### src/rtl/rxs_pkg.sv
package rxs_pkg;
  localparam int BYTE_W = 8;
  typedef logic [BYTE_W-1:0] byte_t;
endpackage

### src/rtl/rxs_stage_fifo.sv
module rxs_stage_fifo
  import rxs_pkg::*;
#(
  parameter int DEPTH = 279,
  parameter int CW    = $clog2(DEPTH + 1)
) (
  input  logic          clk,
  input  logic          rst_n,
  input  logic          clr,
  input  logic          push,
  input  byte_t         push_data,
  input  logic          pop,
  output byte_t         head,
  output logic [CW-1:0] count,
  output logic          full,
  output logic          empty
);
  localparam int AW = (DEPTH > 1) ? $clog2(DEPTH) : 1;

  byte_t         mem [DEPTH];
  logic [AW-1:0] wr_ptr, rd_ptr;
  logic          do_push, do_pop;

  assign full    = (count == CW'(DEPTH));
  assign empty   = (count == '0);
  assign do_push = push && !full && !clr;
  assign do_pop  = pop && !empty && !clr;
  assign head    = mem[rd_ptr];

  function automatic logic [AW-1:0] bump(input logic [AW-1:0] p);
    return (p == AW'(DEPTH - 1)) ? '0 : p + AW'(1);
  endfunction

  always_ff @(posedge clk) begin
    if (do_push) mem[wr_ptr] <= push_data;
  end

  always_ff @(posedge clk or negedge rst_n) begin
    if (!rst_n) begin
      wr_ptr <= '0;
      rd_ptr <= '0;
      count  <= '0;
    end else if (clr) begin
      wr_ptr <= '0;
      rd_ptr <= '0;
      count  <= '0;
    end else begin
      if (do_push) wr_ptr <= bump(wr_ptr);
      if (do_pop)  rd_ptr <= bump(rd_ptr);
      unique case ({do_push, do_pop})
        2'b10:   count <= count + CW'(1);
        2'b01:   count <= count - CW'(1);
        default: count <= count;
      endcase
    end
  end

  // occupancy never passes the depth
  a_r2_no_overflow: assert property (@(posedge clk) disable iff (!rst_n)
    count <= CW'(DEPTH));
  // flush empties staging on the next cycle
  a_r11_stage_flush: assert property (@(posedge clk) disable iff (!rst_n)
    clr |=> (count == '0));
  // a full FIFO offered a byte with no drain stays full
  a_r2_full_holds: assert property (@(posedge clk) disable iff (!rst_n)
    (full && !pop && !clr) |=> full);
endmodule

### src/rtl/rxs_dtr_ctrl.sv
module rxs_dtr_ctrl #(
  parameter int DEPTH     = 279,
  parameter int OFF_BELOW = 10,
  parameter int ON_ABOVE  = 41,
  parameter int CW        = $clog2(DEPTH + 1)
) (
  input  logic          clk,
  input  logic          rst_n,
  input  logic [CW-1:0] count,
  output logic          dtr
);
  logic [CW-1:0] free_slots;
  assign free_slots = CW'(DEPTH) - count;

  always_ff @(posedge clk or negedge rst_n) begin
    if (!rst_n)                            dtr <= 1'b1;
    else if (free_slots < CW'(OFF_BELOW))  dtr <= 1'b0;
    else if (free_slots > CW'(ON_ABOVE))   dtr <= 1'b1;
  end
endmodule

### src/rtl/rxs_drain.sv
module rxs_drain
  import rxs_pkg::*;
#(
  parameter int MSG_DEPTH = 64,
  parameter int MW        = $clog2(MSG_DEPTH + 1),
  parameter int MA        = $clog2(MSG_DEPTH)
) (
  input  logic          clk,
  input  logic          rst_n,
  input  logic          clr,
  input  logic          avail,
  input  byte_t         head,
  input  logic          term_en,
  input  byte_t         term_byte,
  input  logic [MW-1:0] len_limit,
  input  logic          rd_ack,
  input  logic [MA-1:0] rd_addr,
  output logic          pop,
  output logic          rd_req,
  output logic [MW-1:0] msg_len,
  output logic          msg_ovf,
  output byte_t         rd_data
);
  byte_t         mbuf [MSG_DEPTH];
  logic [MW-1:0] wp, next_len;
  logic          hit_term, hit_len, hit_full, ends;

  assign pop      = avail && !rd_req && !clr;
  assign next_len = wp + MW'(1);
  assign hit_term = term_en && (head == term_byte);
  assign hit_len  = (len_limit != '0) && (next_len == len_limit);
  assign hit_full = (next_len == MW'(MSG_DEPTH));
  assign ends     = hit_term || hit_len || hit_full;
  assign msg_len  = wp;
  assign rd_data  = mbuf[rd_addr];

  always_ff @(posedge clk) begin
    if (pop) mbuf[wp[MA-1:0]] <= head;
  end

  always_ff @(posedge clk or negedge rst_n) begin
    if (!rst_n) begin
      wp      <= '0;
      rd_req  <= 1'b0;
      msg_ovf <= 1'b0;
    end else if (clr || (rd_req && rd_ack)) begin
      wp      <= '0;
      rd_req  <= 1'b0;
      msg_ovf <= 1'b0;
    end else if (pop) begin
      wp <= next_len;
      if (ends) begin
        rd_req  <= 1'b1;
        msg_ovf <= hit_full && !hit_term && !hit_len;
      end
    end
  end

  // nothing is drained while a message waits for the host
  a_r5_hold_while_pending: assert property (@(posedge clk) disable iff (!rst_n)
    rd_req |-> !pop);
  // a pending message keeps its length until acknowledged or cleared
  a_r10_len_stable: assert property (@(posedge clk) disable iff (!rst_n)
    (rd_req && !rd_ack && !clr) |=> (rd_req && $stable(msg_len)));
  // acknowledge releases the buffer
  a_r9_ack_release: assert property (@(posedge clk) disable iff (!rst_n)
    (rd_req && rd_ack && !clr) |=> (!rd_req && msg_len == '0 && !msg_ovf));
  // the message never exceeds the buffer
  a_r8_len_bound: assert property (@(posedge clk) disable iff (!rst_n)
    msg_len <= MW'(MSG_DEPTH));
  // flush empties the message buffer
  a_r11_msg_flush: assert property (@(posedge clk) disable iff (!rst_n)
    clr |=> (!rd_req && msg_len == '0 && !msg_ovf));
endmodule

### src/rtl/rx_stage_buffer.sv
module rx_stage_buffer
  import rxs_pkg::*;
#(
  parameter int STAGE_DEPTH = 279,
  parameter int MSG_DEPTH   = 64,
  parameter int DTR_OFF_LT  = 10,
  parameter int DTR_ON_GT   = 41,
  parameter int CW          = $clog2(STAGE_DEPTH + 1),
  parameter int MW          = $clog2(MSG_DEPTH + 1),
  parameter int MA          = $clog2(MSG_DEPTH)
) (
  input  logic          clk,
  input  logic          rst_n,
  input  logic          clr,
  input  logic          in_valid,
  input  logic [7:0]    in_data,
  output logic          in_ready,
  output logic          overrun,
  output logic          dtr,
  input  logic          term_en,
  input  logic [7:0]    term_byte,
  input  logic [MW-1:0] len_limit,
  output logic          rd_req,
  output logic [MW-1:0] msg_len,
  output logic          msg_ovf,
  input  logic [MA-1:0] rd_addr,
  output logic [7:0]    rd_data,
  input  logic          rd_ack
);
  logic [CW-1:0] stage_count;
  logic          stage_full, stage_empty, drain_pop;
  byte_t         stage_head;

  assign in_ready = !stage_full;

  rxs_stage_fifo #(.DEPTH(STAGE_DEPTH), .CW(CW)) u_stage (
    .clk(clk), .rst_n(rst_n), .clr(clr),
    .push(in_valid), .push_data(in_data),
    .pop(drain_pop), .head(stage_head),
    .count(stage_count), .full(stage_full), .empty(stage_empty)
  );

  rxs_dtr_ctrl #(.DEPTH(STAGE_DEPTH), .OFF_BELOW(DTR_OFF_LT),
                 .ON_ABOVE(DTR_ON_GT), .CW(CW)) u_dtr (
    .clk(clk), .rst_n(rst_n), .count(stage_count), .dtr(dtr)
  );

  rxs_drain #(.MSG_DEPTH(MSG_DEPTH), .MW(MW), .MA(MA)) u_drain (
    .clk(clk), .rst_n(rst_n), .clr(clr),
    .avail(!stage_empty), .head(stage_head),
    .term_en(term_en), .term_byte(term_byte), .len_limit(len_limit),
    .rd_ack(rd_ack), .rd_addr(rd_addr),
    .pop(drain_pop), .rd_req(rd_req), .msg_len(msg_len),
    .msg_ovf(msg_ovf), .rd_data(rd_data)
  );

  always_ff @(posedge clk or negedge rst_n) begin
    if (!rst_n)                          overrun <= 1'b0;
    else if (clr)                        overrun <= 1'b0;
    else if (in_valid && stage_full)     overrun <= 1'b1;
  end

  // overrun is sticky until clear
  a_r2_overrun_sticky: assert property (@(posedge clk) disable iff (!rst_n)
    (overrun && !clr) |=> overrun);
  // too little free space forces dtr low
  a_r3_dtr_off: assert property (@(posedge clk) disable iff (!rst_n)
    (stage_count > CW'(STAGE_DEPTH - DTR_OFF_LT)) |=> !dtr);
  // ample free space forces dtr high
  a_r4_dtr_on: assert property (@(posedge clk) disable iff (!rst_n)
    (stage_count < CW'(STAGE_DEPTH - DTR_ON_GT)) |=> dtr);
  // between the thresholds dtr holds
  a_r4_dtr_hold: assert property (@(posedge clk) disable iff (!rst_n)
    ((stage_count <= CW'(STAGE_DEPTH - DTR_OFF_LT)) &&
     (stage_count >= CW'(STAGE_DEPTH - DTR_ON_GT))) |=> $stable(dtr));
endmodule

### config.mk
export PLATFORM = sky130hd
export DESIGN_NAME = rx_stage_buffer
export DESIGN_NICKNAME = d
export VERILOG_FILES = /design/src/rtl/rxs_pkg.sv /design/src/rtl/rxs_stage_fifo.sv /design/src/rtl/rxs_dtr_ctrl.sv /design/src/rtl/rxs_drain.sv /design/src/rtl/rx_stage_buffer.sv
export SDC_FILE = /design/constraint.sdc
export NUM_CORES = 2
export LEC_CHECK = 0
export ABC_CLOCK_PERIOD_IN_PS = 15370
export BUFFER_PORTS_ARGS = -buffer_cell sky130_fd_sc_hd__clkbuf_2
export CAP_MARGIN = 20
export CORE_MARGIN = 1.5
export CORE_UTILIZATION = 45
export CTS_CLUSTER_SIZE = 16
export DETAILED_ROUTE_END_ITERATION = 10
export PLACE_DENSITY_LB_ADDON = 0.12
export SLEW_MARGIN = 20
export SYNTH_ARGS = -nofsm -noshare
export SYNTH_HDL_FRONTEND = slang
export SYNTH_SLANG_ARGS = --single-unit
### constraint.sdc
create_clock -name clk -period 15.37 [get_ports clk]
set_input_delay 3.074 -clock clk [delete_from_list [all_inputs] [get_ports clk]]
set_output_delay 3.074 -clock clk [all_outputs]
set_load 0.005 [all_outputs]
==> impl_metrics.yaml <==
logic_synthesis:
  yosys-top-cells-area: "edfxtp_1 (75%), mux4_2 (14%), mux2i_1 (1.9%), nor2_1 (1.5%), dfrtp_1 (0.85%)"
  yosys.area.top_type: "edfxtp_1"
  avgSynthCellArea_um2: 20.66
  seq_area_frac_synth_pct: 76.16
  yosysUniqueCellTypes: 84
  syn_inst: 5298
  synth-edff-count: 2744
  ys_warn_count: 0
  async_reset_ff_share_pct: 1.366
  syn_nets: 5351
  synth_ff_type: "edfxtp_1"
  synth_area_um2: 109400
  yosysTopAreaCellShare_pct: 75.29
  ys_ff_latch: 2782
  yosysMostFrequentCell: "edfxtp_1"
  netlist_top_cells_count: "edfxtp_1 (2744), mux4_2 (665), nor2_1 (431)"
timing:
  rsz0062_at_grt: "false"
  report.final.slew_viol_count: 0
  timing.final.crit_share_pct: 65.38
  min_period_ns: 10.05
  max_freq_ghz: 0.09951
  relSlewSlack_pct: 14.30
  finalSetupViolations: 0
  skew_ns: 0.08242
  worst_pin_slew_ns: 1.286
  tns_ns: 0
  layout_setup_ws_ns: 5.321
  hold_viol: 0
setup_path:
  crit_required_ns: 12.30
  worstSetupEndpointType: "primary output"
  criticalPathCategory: "input pin to primary output"
  arrival_ns: 6.98
  start_kind: "input pin"
  cp_max_fo: 53
route:
  drt_first_iter_violations: 6938
  firstDrtPassIters: 6
  drt-vias-per-instance: 6.199
  via_count: 55050
  routed_wl_um: 304200
  ant_nets: 0
  wl_per_cell_um: 34.25
  drcViolationCount: 0
clocking:
  cts_tree: "yes"
  ctsResizeCount: 0
  cts_buffer_depth: 4
  insertion_delay_ns: 0.96
  cts-root-buf: "clkbuf_16"
  cts_max_level: 5
  cts_made_buffers: 309
  cts.sinks: 2782
  postCtsHoldBufs: 0
  post_cts_buffers: 0
  clkTransAtPathRegs_ns: 0.06
grt:
  first_global_vias: 54800
  grt_use_total_pct: 24.68
  use_met1_pct: 36.27
  grt_pass1_wl_um: 425200
  grt_max_degree: 135
  grt_util_met3_pct: 4.292
  busiest_layer: "met2"
  gr-usage-met2_pct: 37.95
  antenna_found_initial: 18
  overflow: 0
final_layout:
  drive_above_1_share_pct: 23.61
  syn_to_final_growth_pct: 12.30
  fin_util_pct: 50.96
  finalNetCount: 5528
power:
  sw_frac_of_total_pct: 25.21
  power_frac_comb_pct: 14.8
  power_frac_seq_pct: 47.0
  p_switching_mw: 4.629
  p_leak_nw: 37.79
  internal-power_mw: 13.73
  power_density_nw_per_um2: 149.4
  ir_drop_mv: 0.09828
  pwr-share-clk_pct: 38.2
min_path:
  hold_path.class: "flip-flop to flip-flop"
place:
  place_hpwl_um: 180500
  port_buffers: 54
  place_ws_ns: 5.171
  globalplace.congestion: 0.8332
job:
  drv_cap: 0
die:
  fp-row-count: 180
  core-area_um2: 241200
  initial_core_util_pct: 45.38
  dieArea_um2: 246200
  die_w_um: 496.2
  ios: 55
  fp.dieH_um: 496.2
run_status:
  status: "finished clean"
## power groups by stage
| stage | logic (mW) | registers, mW | clock network, mW |
|---|---|---|---|
| after floorplan | 1.84 | 8.74 | 0 |
| after global placement | 2.71 | 8.78 | 0 |
| after detailed placement | 2.74 | 8.78 | 0 |
| after CTS | 2.74 | 8.62 | 7.12 |
| final | 2.71 | 8.62 | 7.02 |
| after global routing | 2.87 | 8.63 | 7.39 |
## cells by family after synthesis
family,count (synthesis),synth area share (%)
buf+inv,341,1.591
flops,2782,76.16
mux,911,15.97
xor+xnor,17,0.1360
compound gates,451,2.861
simple gates,778,3.071
fa+ha+maj,18,0.2126
## worst max-delay path: stages
cell      delay, ns
clkbuf_8       0.52
buf_4          0.73
buf_4          0.76
mux4_2         0.59
mux4_2         0.55
mux4_2         0.51
clkbuf_2       0.14
## flip-flops by register name (all words and copies together) (netlist names)
register         count
overrun              1
u_drain.msg_len      7
u_stage.rd_ptr       9
u_stage.mem       2232
u_drain.msg_ovf      1
u_drain.mbuf       512
u_stage.count        9
u_drain.rd_req       1
u_dtr.dtr            1
u_stage.wr_ptr       9
## final timing paths
kind | cells after the start | endpoint | slack (ns) | start
worst max-delay path | 7 | rd_data[4] | 5.32 | rd_addr[0]
worst min-delay path | 2 | overrun | 0.52 | overrun
worst max register to register | 15 | u_drain.rd_req | 8.75 | u_stage.rd_ptr[1]
worst min register to register | 2 | overrun | 0.52 | overrun
max in group asynchronous | 2 | u_stage.rd_ptr[2] | 12.61 | rst_n
min in group asynchronous | 2 | overrun | 2.24 | rst_n
## through the flow
step	cell area, um2	power (mW)	std cells	hold WS (ns)
global placement	113400	11.49	8346	0.4845
CTS	122900	18.49	8876	0.5348
finish	122900	18.36	8881	0.5237
detailed placement	113400	11.52	8348	0.5221
global route	122900	18.89	8879	0.5711
floorplan	109400	10.57	5298	0.4859
## layout make-up
cell class                 count  area [um2]
clock inverter               144        1181
clock buffer                 384        8237
antenna                        4       10.01
fill                       19090      118300
multi-input combinational   2175       24600
timing repair buffer         185        1444
sequential                  2782       83370
tap                         3185        3985
inverter                      22       90.09
## cell usage in the layout (no fill, tap or decap), types with 13 or more instances in the layout
cell type  Yosys  layout
mux4_2       665     665
o31ai_1       17      17
nand2_2        0      14
clkinv_2       0      37
and3_1        15      14
nor2_1       431     407
ha_1          17      17
dfrtp_1       37      31
nand2_1      160     146
a21oi_1       71      70
o21ai_0       70      69
a221oi_1      40      40
a31oi_1       14      14
mux2i_1      213     213
clkbuf_2       0      44
clkinv_1       2      75
o211ai_1      13      13
nand3_1       54      51
nor2_2         0      19
mux2_2        25      25
edfxtp_1    2744    2744
o22ai_1       24      24
o21ai_1       20      20
o221ai_1      20      20
clkbuf_16      0     319
a22oi_1       69      69
bufinv_16      0      19
nor3_1        21      21
buf_4         44     122
inv_1         16      15
clkbuf_1     159      64
## layer usage
metal / routed length (um) / vias to the layer above
met5: 34 / -
met4: 9152 / 6
met3: 24310 / 527
met2: 141400 / 2484
met1: 129200 / 29660
li1: - / 22370
(Power assumes the default switching activity.)
